**src/rtl/cerr_pkg.sv**
```systemverilog
// Shared constants for the coprocessor error interrupt controller.
// Assumes a 16-bit I/O address space and a fixed ignore-error port.
package cerr_pkg;
    localparam int unsigned IO_ADDR_W   = 16;
    localparam logic [IO_ADDR_W-1:0] IGN_PORT = 16'h00F0;
    localparam int unsigned SYNC_DEPTH  = 2;
endpackage

```
**src/rtl/cerr_sync.sv**
```systemverilog
// Multi-flop synchronizer for an active-low asynchronous level.
// Assumes the input is glitch-free at the metastability scale; resets to
// the inactive (high) level so no false error is seen after reset.
module cerr_sync #(
    parameter int unsigned STAGES = 2
) (
    input  logic clk,
    input  logic rst_n,
    input  logic d_n,
    output logic q_n
);
    logic [STAGES-1:0] chain;

    genvar g;
    generate
        for (g = 0; g < STAGES; g++) begin : g_stage
            // Each stage samples the one before it, stage 0 samples the pin.
            always_ff @(posedge clk) begin
                if (!rst_n) chain[g] <= 1'b1;
                else if (g == 0) chain[g] <= d_n;
                else chain[g] <= chain[(g == 0) ? 0 : g-1];
            end
        end
    endgenerate

    assign q_n = chain[STAGES-1];
endmodule

```
**src/rtl/cerr_ign_latch.sv**
```systemverilog
// Ignore-error latch: set by a port write while the error is active and
// reporting is enabled, cleared whenever either condition goes away.
// Assumes err_act and en are already in the clock domain.
module cerr_ign_latch #(
    parameter int unsigned ADDR_W = 16,
    parameter logic [ADDR_W-1:0] PORT = '0
) (
    input  logic              clk,
    input  logic              rst_n,
    input  logic              err_act,
    input  logic              en,
    input  logic              io_wr,
    input  logic [ADDR_W-1:0] io_addr,
    output logic              ign
);
    logic hit;
    logic ign_q;

    // Decode a write to the ignore-error port.
    assign hit = io_wr && (io_addr == PORT);

    // Hold the latch; any loss of error or enable clears it.
    always_ff @(posedge clk) begin
        if (!rst_n)             ign_q <= 1'b0;
        else if (!err_act || !en) ign_q <= 1'b0;
        else if (hit)           ign_q <= 1'b1;
    end

    // Output gated by the live error and enable.
    assign ign = ign_q && err_act && en;

    // the latch only ever sets on the edge after a write strobe
    p_set_by_write_r4: assert property (@(posedge clk) disable iff (!rst_n)
        $rose(ign_q) |-> $past(io_wr));

    // the latch is never set in a cycle following an inactive error
    p_no_set_idle_r5: assert property (@(posedge clk) disable iff (!rst_n)
        (!$past(err_act)) |-> !ign_q);
endmodule

```
**src/rtl/cerr_ctrl.sv**
```systemverilog
// Coprocessor error interrupt controller top. Synchronizes the error pin,
// registers the reporting enable, raises irq13 as a level and drives the
// active-low ignore-error pin, which shows the strap value during reset.
// Assumes a synchronous active-low reset held for at least one edge.
module cerr_ctrl
    import cerr_pkg::*;
#(
    parameter int unsigned ADDR_W = IO_ADDR_W,
    parameter logic [ADDR_W-1:0] PORT = IGN_PORT,
    parameter int unsigned STAGES = SYNC_DEPTH
) (
    input  logic              clk,
    input  logic              rst_n,
    input  logic              ferr_n,
    input  logic              err_en,
    input  logic              strap_ignne,
    input  logic              io_wr,
    input  logic [ADDR_W-1:0] io_addr,
    output logic              irq13,
    output logic              ignne_n
);
    logic ferr_s_n;
    logic err_act;
    logic en_q;
    logic ign;

    cerr_sync #(.STAGES(STAGES)) u_sync (
        .clk   (clk),
        .rst_n (rst_n),
        .d_n   (ferr_n),
        .q_n   (ferr_s_n)
    );

    assign err_act = !ferr_s_n;

    // Hold the reporting enable from the control register.
    always_ff @(posedge clk) begin
        if (!rst_n) en_q <= 1'b0;
        else        en_q <= err_en;
    end

    cerr_ign_latch #(.ADDR_W(ADDR_W), .PORT(PORT)) u_latch (
        .clk     (clk),
        .rst_n   (rst_n),
        .err_act (err_act),
        .en      (en_q),
        .io_wr   (io_wr),
        .io_addr (io_addr),
        .ign     (ign)
    );

    // Level interrupt follows the enabled synchronized error.
    always_comb irq13 = err_act && en_q;

    // Strap mux during reset, inverted latch afterwards.
    always_comb ignne_n = rst_n ? !ign : strap_ignne;

    // a cleared enable keeps both outputs quiet
    p_quiet_disabled_r3: assert property (@(posedge clk) disable iff (!rst_n)
        (!$past(err_en)) |-> (!irq13 && ignne_n));

    // ignore-error is never active without the interrupt
    p_ign_implies_irq_r6: assert property (@(posedge clk) disable iff (!rst_n)
        (!ignne_n) |-> irq13);

    // the interrupt needs the error pin low two edges earlier
    p_irq_latency_r2: assert property (@(posedge clk) disable iff (!rst_n)
        irq13 |-> !$past(ferr_n, 2));
endmodule

```
**config.mk**
```make
export PLATFORM = sky130hd
export DESIGN_NAME = cerr_ctrl
export DESIGN_NICKNAME = d
export VERILOG_FILES = /design/src/rtl/cerr_pkg.sv /design/src/rtl/cerr_sync.sv /design/src/rtl/cerr_ign_latch.sv /design/src/rtl/cerr_ctrl.sv
export SDC_FILE = /design/constraint.sdc
export NUM_CORES = 1
export LEC_CHECK = 0
export BUFFER_PORTS_ARGS = -buffer_cell sky130_fd_sc_hd__buf_2
export CAP_MARGIN = 25
export CELL_PAD_IN_SITES_DETAIL_PLACEMENT = 1
export CELL_PAD_IN_SITES_GLOBAL_PLACEMENT = 2
export CORE_MARGIN = 2
export CORE_UTILIZATION = 13
export DETAILED_ROUTE_END_ITERATION = 6
export PLACE_DENSITY_LB_ADDON = 0.15
export SYNTH_ARGS = -nofsm -noshare
export SYNTH_HDL_FRONTEND = slang
export SYNTH_HIERARCHICAL = 1
export SYNTH_SLANG_ARGS = --single-unit
```
**constraint.sdc**
```tcl
create_clock -name clk -period 3.4 [get_ports clk]
set_clock_uncertainty 0.05 [all_clocks]
set_input_delay 0.17 -clock clk [delete_from_list [all_inputs] [get_ports clk]]
set_output_delay 0.17 -clock clk [all_outputs]
set_load 0.05 [all_outputs]
```
==> run metrics, run 1 <==
status=completed; htree depth=1; Vias/cell=4.02; top-level I/O count=24; Post-Synthesis Cells=21; Critical Path RT=~3200 ps; Layout area overhead=82.2%; CP Data Arrival Time=~1200 ps; total global-route track usage=~7.8%; CP peak stage delay=roughly 320 ps; Placer Congestion=between 0.6 and 0.7; Antenna Cells=0; crit-path max FO=2; Post-DP Area=324 um2; final net count=71; area occupied by multi-input gates=between 90 and 100 um2; fraction of final layout cells sized beyond drive strength 1=59.6%; # rows=13; Post-synth ARST share=0%; Final ANT Viol Nets=0; # Max-Cap Violations=0; drt first pass iters=2; CTS Hold Bufs=0; total CTS buffers=3; DIE HEIGHT=42.3 um; Top FF cell, synth=dfxtp_1; final hold vios=0; area share of the largest cell type after synthesis=between 40 and 50%; fillers=174; Worst Tran Pin Value=approximately 250 ps; antenna violations before repair=0; Top delay family on crit path=buffers and inverters; DR WL/cell=around 10 um; min cycle time layout=between 1000 and 1500 ps; clock buffer depth=2; sequential element share of the synthesized area=42.1%; CP Capture Type=primary output; post-synthesis cell type count=14; Post-synth EDFFs=0; sequential cell area=80.1 um2; Leakage=about 0.18 nW; final WL=roughly 650 um; Worst-Skew Late Latency=240 ps; Die X=42.3 um; Final Power=roughly 0.13 mW; via count=249; Initial DRC Count=1; CTS tree=yes; root buf cell=clkbuf_4; Commonest cells post-synth=dfxtp_1 (4), inv_1 (3), nand2b_1 (2), nand3_1 (2); # DRC=0; most numerous cell in the Yosys netlist=dfxtp_1; Synth area leader=dfxtp_1; clock sinks=4; crit path cell chain=inv_1 -> and3_2 -> mux2i_1 -> buf_2; grt ovf=0; final number of setup-violating endpoints=0; Crit Path Class=flop to primary output; Max Slew Vio Count=0; vias in the first global route=237; Syn Area/Cell=between 9 and 10 um2; setup tns final=0 ps; Die Area=roughly 1800 um2; Resized Gates After CTS=0; P per Cell Area=between 300 and 400 nW/um2; fin crit share=approximately two fifths; pin count of the biggest net entering global routing=6; Port Buffers=23; worst hold path type=primary input to flop; startpoint types=flop; final instance area=around 350 um2; Warnings, synthesis=6; clock slew at reported path FFs=approximately 40 ps; first-pass GRT wire length=~980 um; CP bufs+invs=2; RSZ-0062 raised after global routing=no; cell area after technology mapping=~190 um2; Post-Syn Nets=43; register bit total from synthesis=4; Slowest-stage cell, CP=dfxtp_1; Initial Utilization=between 10 and 15%; Max Freq=approximately 710 MHz; HPWL after DPL=between 500 and 600 um; placed cells=just under 60; non-filler cells, final=a little over 60; Peak VDD IR=roughly 0.18 mV; synth top area cells=dfxtp_1 (42%), nand2b_1 (6.6%), inv_1 (5.9%), mux2i_1 (5.3%), nand3_1 (5.3%); Post-CTS Setup Inserts=0; Slew HR=slightly above 80%; core footprint=1330 um2
==> per-layer routing <==
layer	GRT usage, %	routed length (um)	up-vias
met2	12.9	356	12
met4	3.75	0	0
met1	7.44	232	110
met5	0	0	-
li1	-	-	127
met3	5.17	60	0
==> placed cells by master, fill, tap and decap left out <==
| cell | instances |
|---|---|
| nor2b_1 | 1 |
| and2_2 | 1 |
| inv_1 | 3 |
| or4_1 | 1 |
| clkbuf_4 | 3 |
| nor4b_1 | 1 |
| nor3b_1 | 1 |
| mux2i_1 | 1 |
| nand2b_1 | 2 |
| o22ai_1 | 1 |
| nor4_1 | 1 |
| nand3_1 | 2 |
| nand4b_1 | 1 |
| dfxtp_1 | 4 |
| and3_2 | 1 |
| buf_2 | 23 |
==> cell families (layout without fill, tap and decap cells) <==
family	count (synthesis)	after routing	synth area share, %
mux	1	1	5.26
simple gates	12	12	43.4
buf+inv	3	29	5.92
compound gates	1	1	3.29
flops	4	4	42.1
==> power by group <==
group,internal [mW],switching [mW],total (mW)
logic,0.0117,0.00806,0.0197
registers,0.0489,0.000851,0.0498
clock network,0.0396,0.0207,0.0602
==> sequential cells by signal (all words and copies together), names as in the netlist <==
| register | count |
|---|---|
| en_q | 1 |
| u_latch/ign_q | 1 |
| u_sync/chain | 1 |
| u_sync/q_n | 1 |
==> final cells by class <==
| type | instances | share of cell area [%] |
|---|---|---|
| Timing Repair Buffer | 23 | 33.2 |
| Tap cell | 15 | 5.42 |
| Clock buffer | 3 | 6.50 |
| Multi-Input combinational cell | 14 | 28.5 |
| Inverter | 3 | 3.25 |
| Sequential cell | 4 | 23.1 |
==> final timing paths <==
path | slack [ps] | start | to | depth (start not counted)
max reg2reg | 2190 | u_sync/q_n$_SDFF_PN1_ | u_latch/ign_q$_SDFFE_PP0P_ | 4
min reg2reg | 380 | u_sync/chain[0]$_SDFF_PN1_ | u_sync/q_n$_SDFF_PN1_ | 1
max | 1990 | u_sync/q_n$_SDFF_PN1_ | ignne_n | 4
min | 70 | ferr_n | u_sync/chain[0]$_SDFF_PN1_ | 2
==> worst reg2reg max path: stages (launching register included) <==
cell     delay (ps)
dfxtp_1         300
inv_1            80
nand3_1         110
or4_1           480
o22ai_1         110
==> per-stage QoR <==
stage	util, %	hold WS (ps)	setup slack [ps]
2_1_floorplan	-	193	1840
3_3_place_gp	24.3	302	2260
3_5_place_dp	24.3	311	2220
4_1_cts	26.0	66.2	1970
5_1_grt	26.0	68.1	1900
6_report	26.0	66.8	1990
No activity file was read; power rests on OpenSTA's default activity.
==> run 2, diff against run 1 <==
--- a/config.mk
+++ b/config.mk
@@ -9,8 +9,9 @@
 export CAP_MARGIN = 25
 export CELL_PAD_IN_SITES_DETAIL_PLACEMENT = 1
 export CELL_PAD_IN_SITES_GLOBAL_PLACEMENT = 2
+export CORE_ASPECT_RATIO = 0.8
 export CORE_MARGIN = 2
-export CORE_UTILIZATION = 13
+export CORE_UTILIZATION = 11
 export DETAILED_ROUTE_END_ITERATION = 6
 export PLACE_DENSITY_LB_ADDON = 0.15
 export SYNTH_ARGS = -nofsm -noshare
==> constraint.sdc (replaced) <==
create_clock -name clk -period 1.2 [get_ports clk]
set_clock_uncertainty 0.05 [all_clocks]
set_input_delay 0.06 -clock clk [delete_from_list [all_inputs] [get_ports clk]]
set_output_delay 0.06 -clock clk [all_outputs]
set_load 0.05 [all_outputs]
==> run metrics, run 2 (synthesis results as in run 1) <==
status=completed (unchanged); sequential cell area=81.3 um2 (was 80.1 um2); Post-DP Area=345 um2 (was 324 um2); first-pass GRT wire length=1150 um (was 979 um); Crit Path Class=flop to primary output (unchanged); Hold Path Sink=u_sync/chain[0]$_SDFF_PN1_ (unchanged); final hold vios=0 (unchanged); clock buffer depth=2 (unchanged); Slowest-stage cell, CP=dfxtp_2 (was dfxtp_1); Vias/cell=3.63 (was 4.02); most frequent cells in the layout=buf_2 (22), clkbuf_4 (3), dfxtp_1 (3) (was buf_2 (23), dfxtp_1 (4), inv_1 (3), clkbuf_4 (3)); htree depth=1 (unchanged); Setup WS post-layout=24.4 ps (was 1990 ps); worst r2r src=u_sync/q_n$_SDFF_PN1_ (unchanged); R2R Path End=u_latch/ign_q$_SDFFE_PP0P_ (unchanged); final instance area=399 um2 (was 347 um2); Max Slew Vio Count=0 (unchanged); clock sinks=4 (unchanged); DR WL/cell=9.15 um (was 10.5 um); commonest non-fill, non-tap cell in the layout=buf_2 (unchanged); CP Data Arrival Time=1070 ps (was 1190 ps); CP bufs+invs=2 (unchanged); NetSw=0.0797 mW (was 0.0296 mW); antenna violations before repair=0 (unchanged); total CTS buffers=3 (unchanged); P per Cell Area=933 nW/um2 (was 374 nW/um2); startpoint types=flop (unchanged); RSZ-0062 raised after global routing=yes (was no); CTS tree=yes (unchanged); Slew HR=82.9% (was 83.0%); Die Area=2080 um2 (was 1790 um2); Max Freq=about 850 MHz; Worst Tran Pin Value=254 ps (was 251 ps); Worst-Skew Late Latency=230 ps (was 240 ps); Leakage=0.183 nW (was 0.177 nW); pre-CTS setup slack=41.8 ps (was 2220 ps); min cycle time layout=about 1200 ps; Critical Path RT=1090 ps (was 3180 ps); Peak VDD IR=0.197 mV (was 0.182 mV); final net count=73 (was 71); flop-to-flop setup slack=60 ps (was 2190 ps); pin count of the biggest net entering global routing=6 (unchanged); Die X=50.5 um (was 42.3 um); drt first pass iters=1 (was 2); CP Capture Type=primary output (unchanged); final WL=650 um (was 649 um); Layout area overhead=110% (was 82.2%); Top delay family on crit path=flip-flops (was buffers and inverters); Initial Utilization=11.7% (was 14.3%); part of the power in registers=37.9% (was 38.4%); Initial DRC Count=0 (was 1); Final ANT Viol Nets=0 (unchanged); Post-CTS Setup Inserts=0 (unchanged); fraction of final layout cells sized beyond drive strength 1=63.3% (was 59.6%); DIE HEIGHT=41.2 um (was 42.3 um); clock slew at reported path FFs=40 ps (about the same); worst hold path type=primary input to flop (unchanged); root buf cell=clkbuf_4 (unchanged); logic gate share of total power=18.5% (was 15.2%); area occupied by multi-input gates=115 um2 (was 98.8 um2); crit path cell chain=inv_2 -> and3_4 -> mux2i_4 -> buf_6 (was inv_1 -> and3_2 -> mux2i_1 -> buf_2); setup tns final=0 ps (unchanged); vias in the first global route=286 (was 237); WHS Path Cells=2 (unchanged); Core Util, Final=24.5% (was 26.0%); Placer Congestion=0.604 (was 0.608); final number of setup-violating endpoints=0 (unchanged); fillers=214 (was 174); # Max-Cap Violations=0 (unchanged); fin crit share=98.0%; Clock Power Share=43.6% (was 46.4%); hold path start=rst_n (was ferr_n); via count=258 (was 249); total global-route track usage=7.89% (was 7.83%); Port Buffers=23 (unchanged); crit-path max FO=2 (unchanged); core footprint=1630 um2 (was 1330 um2); CP peak stage delay=320 ps (about the same); Antenna Cells=0 (unchanged); number of cells on the worst reg-to-reg path=4 (unchanged); Int Pwr=0.293 mW (was 0.100 mW); grt ovf=0 (unchanged); top-level I/O count=24 (unchanged); # DRC=0 (unchanged); Net Sw Frac=21.4% (was 22.8%); # rows=13 (unchanged)
run 2: cell types whose count changed in the layout (fill, tap and decap cells not counted), sizes merged:
cell,change
dlygate4sd3,+2
run 2: final cells by class:
cell class / instances / area share [%]
flip-flops and latches: 4 / 20.4
inverters: 3 / 2.82
repair buffers: 25 / 35.4
well taps: 22 / 6.90
multi-input cells: 14 / 28.8
clock buffers: 3 / 5.64
run 2: power groups by stage:
stage | registers, mW | logic (mW) | clock network (mW)
after floorplan | 0.142 | 0.0230 | 0
after global placement | 0.142 | 0.0599 | 0
after detailed placement | 0.143 | 0.0622 | 0
after CTS | 0.141 | 0.0701 | 0.170
after global routing | 0.142 | 0.0765 | 0.187
final | 0.141 | 0.0688 | 0.162
run 2: worst reg2reg max path, cell delays in order (launching register included):
cell	delay, ps
dfxtp_2	310
inv_2	50
nand3_1	80
or4_1	470
o22ai_1	110
run 2: what timing repair did:
item	in CTS	in global routing
gates cloned	0	0
hold buffers	2	0
resized for setup	5	0
hold endpoints to repair	2	0
endpoints found under the setup margin	1	2
run 2: worst max path at each step:
stage,start,end,slack (ps),depth (start not counted)
after floorplan,en_q$_SDFF_PN0_,irq13,60,1
after global placement,u_sync/q_n$_SDFF_PN1_,u_latch/ign_q$_SDFFE_PP0P_,90,4
after detailed placement,u_sync/q_n$_SDFF_PN1_,u_latch/ign_q$_SDFFE_PP0P_,40,4
after CTS,u_sync/q_n$_SDFF_PN1_,ignne_n,5,4
after global routing,u_sync/q_n$_SDFF_PN1_,ignne_n,-40,4
final,u_sync/q_n$_SDFF_PN1_,ignne_n,20,4
run 2: per-stage QoR:
step	power, mW	instances	hold slack (ps)
after floorplan	0.165	21	83.0
after global placement	0.202	66	192
after detailed placement	0.205	66	199
after CTS	0.381	71	25.3
after global routing	0.405	71	42.2
final	0.373	71	26.6
run 2: layer usage:
metal  up-vias  share of wire [%]  track usage (%)
met1       117                 32             6.00
met2         8                 61             18.1
li1        131                  -                -
met3         2                4.2             1.82
met5         -                  0                0
met4         0                2.2             6.08
